File: config.mk
export PLATFORM = sky130hd
export DESIGN_NAME = dma_ctrl
export DESIGN_NICKNAME = d
export VERILOG_FILES = /design/src/rtl/dma_pkg.sv /design/src/rtl/dma_regs.sv /design/src/rtl/dma_engine.sv /design/src/rtl/dma_ctrl.sv
export SDC_FILE = /design/constraint.sdc
export NUM_CORES = 1
export LEC_CHECK = 0
export ABC_CLOCK_PERIOD_IN_PS = 3200
export BUFFER_PORTS_ARGS = -buffer_cell sky130_fd_sc_hd__buf_4
export CAP_MARGIN = 5
export CORE_UTILIZATION = 30
export CTS_CLUSTER_DIAMETER = 100
export DETAILED_ROUTE_END_ITERATION = 16
export PLACE_DENSITY = 0.53
export SKIP_CTS_REPAIR_TIMING = 1
export SYNTH_ARGS = -nofsm -noshare
export SYNTH_HDL_FRONTEND = slang
export SYNTH_HIERARCHICAL = 1
export SYNTH_SLANG_ARGS = --single-unit
File: constraint.sdc
create_clock -name clk_i -period 3.2 [get_ports clk_i]
set_input_delay 0.64 -clock clk_i [delete_from_list [all_inputs] [get_ports clk_i]]
set_output_delay 0.64 -clock clk_i [all_outputs]
set_load 0.005 [all_outputs]
File: src/rtl/dma_pkg.sv
package dma_pkg;
  localparam int unsigned MAX_BURST = 16;
  localparam int unsigned BCNT_W    = $clog2(MAX_BURST) + 1;

  localparam logic [1:0] REG_CTRL = 2'd0;
  localparam logic [1:0] REG_SRC  = 2'd1;
  localparam logic [1:0] REG_DST  = 2'd2;
  localparam logic [1:0] REG_LEN  = 2'd3;

  typedef enum logic [2:0] {ST_IDLE, ST_ARB, ST_RD, ST_WR, ST_REL} dma_state_e;
  typedef enum logic [1:0] {BM_4 = 2'd0, BM_8 = 2'd1, BM_16 = 2'd2, BM_FREE = 2'd3} burst_mode_e;

  function automatic logic [BCNT_W-1:0] burst_words(burst_mode_e m);
    case (m)
      BM_4:    return BCNT_W'(4);
      BM_8:    return BCNT_W'(8);
      default: return BCNT_W'(16);
    endcase
  endfunction
endpackage

File: src/rtl/dma_regs.sv
module dma_regs
  import dma_pkg::*;
#(
  parameter int unsigned ADDR_W = 16,
  parameter int unsigned LEN_W  = 16,
  parameter int unsigned DATA_W = 32
) (
  input  logic              clk_i,
  input  logic              rst_ni,
  input  logic              we_i,
  input  logic [1:0]        addr_i,
  input  logic [DATA_W-1:0] wdata_i,
  output logic [DATA_W-1:0] rdata_o,
  input  logic              busy_i,
  input  logic              advance_i,
  input  logic              last_i,
  output logic [ADDR_W-1:0] src_o,
  output logic [ADDR_W-1:0] dst_o,
  output logic [LEN_W-1:0]  len_o,
  output burst_mode_e       mode_o,
  output logic              start_o,
  output logic              done_o
);
  logic [ADDR_W-1:0] src_q, dst_q;
  logic [LEN_W-1:0]  len_q;
  burst_mode_e       mode_q;
  logic              done_q;
  logic              ctrl_wr, cfg_wr, start_req, zero_start, clr_req;

  assign ctrl_wr    = we_i && addr_i == REG_CTRL;
  assign cfg_wr     = we_i && !busy_i;
  assign start_req  = ctrl_wr && wdata_i[0] && !busy_i;
  assign start_o    = start_req && len_q != '0;
  assign zero_start = start_req && len_q == '0;
  assign clr_req    = ctrl_wr && wdata_i[1];

  always_ff @(posedge clk_i or negedge rst_ni) begin
    if (!rst_ni) begin
      src_q  <= '0;
      dst_q  <= '0;
      len_q  <= '0;
      mode_q <= BM_4;
      done_q <= 1'b0;
    end else begin
      if (cfg_wr && addr_i == REG_SRC)      src_q <= wdata_i[ADDR_W-1:0];
      else if (advance_i)                   src_q <= src_q + 1'b1;
      if (cfg_wr && addr_i == REG_DST)      dst_q <= wdata_i[ADDR_W-1:0];
      else if (advance_i)                   dst_q <= dst_q + 1'b1;
      if (cfg_wr && addr_i == REG_LEN)      len_q <= wdata_i[LEN_W-1:0];
      else if (advance_i)                   len_q <= len_q - 1'b1;
      if (cfg_wr && ctrl_wr)                mode_q <= burst_mode_e'(wdata_i[3:2]);
      // a completion in the same cycle as a clear wins
      if (last_i || zero_start)             done_q <= 1'b1;
      else if (clr_req || start_o)          done_q <= 1'b0;
    end
  end

  always_comb begin
    rdata_o = '0;
    case (addr_i)
      REG_CTRL: begin
        rdata_o[0]   = busy_i;
        rdata_o[1]   = done_q;
        rdata_o[3:2] = mode_q;
      end
      REG_SRC: rdata_o[ADDR_W-1:0] = src_q;
      REG_DST: rdata_o[ADDR_W-1:0] = dst_q;
      default: rdata_o[LEN_W-1:0]  = len_q;
    endcase
  end

  assign src_o  = src_q;
  assign dst_o  = dst_q;
  assign len_o  = len_q;
  assign mode_o = mode_q;
  assign done_o = done_q;

  // count changes only by advancing while a copy runs
  a_r8_len_frozen: assert property (@(posedge clk_i) disable iff (!rst_ni)
    busy_i && !advance_i |=> $stable(len_q));

  // done is sticky until cleared or restarted
  a_r6_done_sticky: assert property (@(posedge clk_i) disable iff (!rst_ni)
    done_q && !clr_req && !start_o |=> done_q);
endmodule

File: src/rtl/dma_engine.sv
module dma_engine
  import dma_pkg::*;
#(
  parameter int unsigned LEN_W  = 16,
  parameter int unsigned DATA_W = 32
) (
  input  logic              clk_i,
  input  logic              rst_ni,
  input  logic              start_i,
  input  burst_mode_e       mode_i,
  input  logic [LEN_W-1:0]  len_i,
  input  logic              gnt_i,
  input  logic              ready_i,
  input  logic [DATA_W-1:0] rdata_i,
  output logic              req_o,
  output logic              mem_req_o,
  output logic              mem_we_o,
  output logic [DATA_W-1:0] data_o,
  output logic              advance_o,
  output logic              last_o,
  output logic              busy_o
);
  dma_state_e        state_q;
  logic [BCNT_W-1:0] bcnt_q;
  logic [DATA_W-1:0] data_q;
  logic              step, burst_end;

  assign mem_req_o = (state_q == ST_RD || state_q == ST_WR) && gnt_i;
  assign mem_we_o  = state_q == ST_WR;
  assign step      = mem_req_o && ready_i;
  assign advance_o = mem_we_o && step;
  assign last_o    = advance_o && len_i == LEN_W'(1);
  assign burst_end = mode_i != BM_FREE && (bcnt_q + 1'b1) == burst_words(mode_i);
  assign req_o     = state_q == ST_ARB || state_q == ST_RD || state_q == ST_WR;
  assign busy_o    = state_q != ST_IDLE;
  assign data_o    = data_q;

  always_ff @(posedge clk_i or negedge rst_ni) begin
    if (!rst_ni) begin
      state_q <= ST_IDLE;
      bcnt_q  <= '0;
      data_q  <= '0;
    end else begin
      case (state_q)
        ST_IDLE: if (start_i) begin
          state_q <= ST_ARB;
          bcnt_q  <= '0;
        end
        ST_ARB: if (gnt_i) state_q <= ST_RD;
        ST_RD: if (step) begin
          data_q  <= rdata_i;
          state_q <= ST_WR;
        end
        ST_WR: if (step) begin
          if (last_o) state_q <= ST_IDLE;
          else if (burst_end) begin
            state_q <= ST_REL;
            bcnt_q  <= '0;
          end else begin
            state_q <= ST_RD;
            bcnt_q  <= bcnt_q + 1'b1;
          end
        end
        default: state_q <= ST_ARB;  // ST_REL: one cycle with the request down
      endcase
    end
  end

  // bus handed back after a full burst
  a_r5_release: assert property (@(posedge clk_i) disable iff (!rst_ni)
    advance_o && burst_end && !last_o |=> !req_o);

  // never more words per grant than the mode allows
  a_r5_burst_cap: assert property (@(posedge clk_i) disable iff (!rst_ni)
    state_q == ST_WR |-> (mode_i == BM_FREE || bcnt_q < burst_words(mode_i)));
endmodule

File: src/rtl/dma_ctrl.sv
module dma_ctrl
  import dma_pkg::*;
#(
  parameter int unsigned ADDR_W = 16,
  parameter int unsigned LEN_W  = 16,
  parameter int unsigned DATA_W = 32
) (
  input  logic              clk_i,
  input  logic              rst_ni,
  input  logic              reg_we_i,
  input  logic [1:0]        reg_addr_i,
  input  logic [DATA_W-1:0] reg_wdata_i,
  output logic [DATA_W-1:0] reg_rdata_o,
  output logic              irq_o,
  output logic              bus_req_o,
  input  logic              bus_gnt_i,
  output logic              mem_req_o,
  output logic              mem_we_o,
  output logic [ADDR_W-1:0] mem_addr_o,
  output logic [DATA_W-1:0] mem_wdata_o,
  input  logic [DATA_W-1:0] mem_rdata_i,
  input  logic              mem_ready_i
);
  logic [ADDR_W-1:0] src, dst;
  logic [LEN_W-1:0]  len;
  burst_mode_e       mode;
  logic              start, done, busy, advance, last;

  dma_regs #(.ADDR_W(ADDR_W), .LEN_W(LEN_W), .DATA_W(DATA_W)) i_regs (
    .clk_i, .rst_ni,
    .we_i(reg_we_i), .addr_i(reg_addr_i), .wdata_i(reg_wdata_i), .rdata_o(reg_rdata_o),
    .busy_i(busy), .advance_i(advance), .last_i(last),
    .src_o(src), .dst_o(dst), .len_o(len), .mode_o(mode),
    .start_o(start), .done_o(done)
  );

  dma_engine #(.LEN_W(LEN_W), .DATA_W(DATA_W)) i_engine (
    .clk_i, .rst_ni,
    .start_i(start), .mode_i(mode), .len_i(len),
    .gnt_i(bus_gnt_i), .ready_i(mem_ready_i), .rdata_i(mem_rdata_i),
    .req_o(bus_req_o), .mem_req_o(mem_req_o), .mem_we_o(mem_we_o),
    .data_o(mem_wdata_o), .advance_o(advance), .last_o(last), .busy_o(busy)
  );

  assign mem_addr_o = mem_we_o ? dst : src;
  assign irq_o      = done;

  // stalled cycle keeps its shape
  a_r9_hold: assert property (@(posedge clk_i) disable iff (!rst_ni)
    mem_req_o && !mem_ready_i |=> mem_req_o && $stable(mem_addr_o) && $stable(mem_we_o)
                                 && $stable(mem_wdata_o));

  // last word raises the interrupt and frees the bus
  a_r6_irq_on_last: assert property (@(posedge clk_i) disable iff (!rst_ni)
    last |=> irq_o && !bus_req_o);

  // empty copy completes without a request
  a_r7_zero_len: assert property (@(posedge clk_i) disable iff (!rst_ni)
    reg_we_i && reg_addr_i == REG_CTRL && reg_wdata_i[0] && !busy && len == '0
    |=> irq_o && !bus_req_o);
endmodule

# == After elaboration in Yosys (flattened, before gate mapping) ==
# Cells that the tools add are included.
# op_classes
addsub,4
n_mux,24
reduce_logical,36
n_eq_ne,15
# op_table
cell,count
$mux W16,7
$pmux W12 S3,1
$add A16 B1 Y16 const B,2
$mux W5,4
$pmux W5 S2,2
$mux W3,6
$eq A16 B1 Y1 const B,1
$logic_and A1 B1 Y1,16
$logic_not A16 Y1,1
$reduce_bool A16 Y1,1
$sub A16 B1 Y16 const B,1
$pmux W3 S4,1
$pmux W4 S3,1
$reduce_bool A2 Y1,5
$ne A2 B2 Y1 const B,4
$reduce_and A4 Y1,2
$eq A3 B2 Y1 const B,2
$add A5 B1 Y5 const B,1
$eq A5 B5 Y1,1
$logic_or A1 B1 Y1,5
$eq A2 B1 Y1 const B,2
$eq A2 B2 Y1 const B,2
$logic_not A2 Y1,2
$ne A2 B1 Y1 const B,2
6 further kinds,7
# word_totals
output_inout_bits,84
input_bits,71
ff_bits,91
wordCells,87

# == Logic depth before layout (Yosys ltp) ==
# depth
word_depth,9
depth_mapped,10
mapped_depth_nobuf,10

# == Hierarchy ==
# The synthesis kept the hierarchy.
# modules_own_cells
module,instances,area_each_um2,cells_each,seq_area_each_um2
dma_regs,1,3296.9,361,1276.2
dma_engine,1,1894.3,148,1001.0
dma_ctrl,1,249.0,18,0.0

# == Least setup slack after synthesis ==
# Ideal clock, no wire load.
# synth_timing
path_kind,register to register
from,register i_engine.state_q[1]
to,register i_engine.bcnt_q[2]
slack_ps,580
stages_incl_launch_ff,11
period_less_slack_ps,2620
setup_ps,67
n_path_buf,1
required_ps,3133
arrival_time_ps,2553
cell_sequence,dfrtp_1 buf_2 nor2_1 nand2_1 nor4b_1 o311a_1 or3b_2 a21oi_1 o21ai_2 nor4_1 a221o_1
# synth_between
elab_cells_between_ends,18
cone_classes,eq/ne: 5; mux: 1; reduce/logical: 12
# synth_rtl
item,line_no,source
start: declaration,dma_engine.sv:23,dma_state_e state_q;
start signal: assignment,dma_engine.sv:40,state_q <= ST_IDLE;
start signal: assignment,dma_engine.sv:46,state_q <= ST_ARB;
start signal: assignment,dma_engine.sv:49,ST_ARB: if (gnt_i) state_q <= ST_RD;
$reduce_bool A3 Y1,dma_engine.sv:35,assign busy_o = state_q != ST_IDLE;
via busy,dma_ctrl.sv:27,"logic start, done, busy, advance, last;"
$logic_not A1 Y1,dma_regs.sv:32,assign start_req = ctrl_wr && wdata_i[0] && !busy_i;
$logic_and A1 B1 Y1,dma_regs.sv:32,
$logic_and A1 B1 Y1,dma_regs.sv:33,assign start_o = start_req && len_q != '0;
via start,dma_ctrl.sv:27,
$ne A2 B2 Y1 (no line),-,
$reduce_and A4 Y1 (no line),-,
end signal: assignment,dma_engine.sv:61,bcnt_q <= bcnt_q + 1'b1;
end: declaration,dma_engine.sv:24,logic [BCNT_W-1:0] bcnt_q;
# The timed path passes the listed nets, and every way through them passes these cells.
# A chain may end at the register's enable or synchronous reset.

# == Worst setup path in the final report ==
# layout_timing
from,register i_engine.state_q[0]
to,register i_engine.bcnt_q[2]
# Same word-level chain as after synthesis.

==> results.md <==
* Outcome: completed
* Layout Cells excl Fill at 876
* Fin crit period at 2950 ps
* Crit path capture type: flip-flop
* Yosys synthesis warning count at 6
* Yosys reg bits at between 90 and 100
* Fillers at 1711
* All-Layer GR Usage at 17.0%
* Cell area after synthesis at 0.00544 mm²
* CTS Buffer Depth at 2
* Gpl congestion at 0.844
* Hold Violations, Final at 0
* Port bufs at 122
* Family with the most delay on the worst path: simple AND/OR/NAND/NOR gates
* Drt first-iter violations at 269
* Layout Nets at 722
* Cell Area, Placed at 0.00655 mm²
* Pleak at 0.00292 µW
* Power density cells at 852 mW/mm²
* Root buf cell: clkbuf_16
* Remaining routing DRC violations at 0
* WL/cell at roughly 17 µm
* CP bufs+invs at 0
* First-pass GRT wire length at around 24000 µm
* Skew-Pair Late Insertion Delay at roughly 350 ps
* Slew Limit Headroom at 57.2%
* Routed Antenna Nets at 0
* Tcrit/Tclk final at 92.2%
* Async SR Flop Fraction at 100%
* DR vias/cell at between 5 and 6
* Worst Path Required at approximately 3500 ps
* Synth Flop Type: dfrtp_1
* Total grt overflow at 0
* Row cnt at 48
* Reg2Reg Depth at 9
* Worst Path Max Fanout at 10
* CTS clk-pin slew, worst paths at 70 ps
* RSZ-0062 raised after global routing: false
* Syn Area/Cell at 10.3 µm²
* Fmax achieved at roughly 340 MHz
* N_diodes at 0
* Cts bufs inserted at 9
* CTS tree: built
* Vias at 4458
* First-pass DRT Iterations at 5
* Initial Utilization at between 30% and 40%
* Slew Limit Fails at 0
* Max VDD drop at 0.293 mV
* Skew final at 8.94 ps
* Commonest non-fill, non-tap cell in the layout: buf_4
* Placed cell count at 860
* Non-Filler Cell Area, Final at 0.00686 mm²
* Total wire length at 15100 µm
* Die X-Extent at 137 µm
* Worst Hold Class: input pin to asynchronous set/reset pin
* Finish-stage setup viols at 0
* Crit Reg-Reg Startpoint: i_engine/state_q[0]
* Most frequent cells in the layout: buf_4, dfrtp_1, mux2_2, nand2_1, nor2_1
* Startpoint Class: flip-flop
* Crit-path max cell delay at 580 ps
* Slowest CP cell: nor4b_1
* Crit-path cells: nor2_1, nand2_1, nor4b_1, o311a_1, or3b_2, a21oi_1, o21ai_2, nor4_1, a221o_1
* Initial antenna violation count at 0
* Die H at about 140 µm
* Worst slew pin tran at 633 ps
* DP HPWL at ~11000 µm
* CTS sink cnt at 91
* Layout area overhead at 26.1%
* Critical path class: flip-flop to flip-flop
* Synth unique cells at 63
* Sequential cell area fraction in the yosys report at 41.9%
* I/O pin total at between 150 and 200
* Vias in the first global route at around 4300
* Largest net degree at the start of global routing at 92
* Max Cap Violations at 0
* Post-synth EDFFs at 0
* Synth Instances at 527
* Layout cells sized above 1 at 36.3%
* H-tree levels at 3
* Arr. time, crit path at approximately 3200 ps
* Setup TNS at 0 ps
* Die Footprint at 0.0187 mm²
* R2r setup slk at roughly 250 ps
* Core ar. at ~0.017 mm²
* Worst r2r dst: i_engine/bcnt_q[2]
==> state kept, by name, summed over array words and instances, names as in the netlist <==
signal / cells
i_engine/bcnt_q: 5
i_engine/data_o: 32
i_engine/state_q: 3
i_regs/done_o: 1
i_regs/dst_o: 16
i_regs/len_o: 16
i_regs/mode_o: 2
i_regs/src_o: 16
==> per-stage QoR <==
| stage | utilization, % | worst slack [ps] | total power (µW) | hold slack (ps) |
|---|---|---|---|---|
| detailed placement | 37.5 | 274 | 4750 | 498 |
| global route | 39.3 | 29.6 | 6240 | 374 |
| finish | 39.3 | 249 | 5850 | 320 |
| global placement | 37.5 | 317 | 4690 | 495 |
| CTS | 39.3 | 257 | 5910 | 359 |
| floorplan | - | 580 | 3600 | 344 |
==> worst max-delay path by stage <==
stage | depth (start not counted) | end | start | slack [ps]
2_1_floorplan | 10 | i_engine/bcnt_q[2] | i_engine/state_q[1] | 580
3_3_place_gp | 8 | i_engine/bcnt_q[2] | reg_addr_i[0] | 320
3_5_place_dp | 8 | i_engine/bcnt_q[2] | reg_addr_i[0] | 270
4_1_cts | 9 | i_engine/bcnt_q[2] | i_engine/state_q[0] | 260
5_1_grt | 9 | i_engine/bcnt_q[2] | i_engine/state_q[0] | 30
6_report | 9 | i_engine/bcnt_q[2] | i_engine/state_q[0] | 250
==> synth_stat cells (all sizes together) (5+ instances only) <==
| cell type | number | area [µm²] |
|---|---|---|
| a21oi | 21 | 105 |
| a22o | 15 | 135 |
| buf | 35 | 236 |
| clkbuf | 10 | 48.8 |
| dfrtp | 91 | 2280 |
| ha | 5 | 62.6 |
| inv | 9 | 33.8 |
| mux2 | 62 | 736 |
| nand2 | 52 | 195 |
| nand3 | 14 | 70.1 |
| nand4 | 18 | 134 |
| nor2 | 40 | 150 |
| nor3 | 10 | 50.1 |
| nor4 | 15 | 100 |
| o21ai | 30 | 154 |
| xnor2 | 26 | 228 |
| xor2 | 20 | 175 |
==> power by group <==
group          total [µW]  switching, µW  internal [µW]
Combinational        2380            938           1440
Sequential           2340            686           1660
Clock                1130            491            636
Total                5850           2120           3730
==> kinds of logic after synthesis <==
group                    Yosys count  share of synthesized area, %
AND/OR/NAND/NOR                  180                          17.8
flip-flops                        91                          41.9
AO/OA/AOI/OAI                     80                          9.89
multiplexers                      70                          16.0
buffers and inverters             54                          5.86
XOR/XNOR                          46                          7.41
adder cells (fa/ha/maj)            5                          1.15
other                              1                        0.0689
==> final cells by class <==
| type | instances | area [µm²] | share of cell area, % |
|---|---|---|---|
| flip-flops and latches | 91 | 2280 | 33.2 |
| repair buffers | 138 | 1050 | 15.3 |
| multi-input cells | 397 | 2910 | 42.4 |
| well taps | 225 | 282 | 4.10 |
| clock inverters | 6 | 71.3 | 1.04 |
| clock buffers | 10 | 239 | 3.48 |
| inverters | 9 | 33.8 | 0.492 |
==> routing by layer <==
layer	routed length [µm]	global-route usage, %	up-vias
li1	-	-	2105
met1	6950	23.6	2198
met2	7180	26.5	133
met3	732	2.63	22
met4	270	6.48	0
met5	0	0	-
Power figures use the tool's default switching activity.
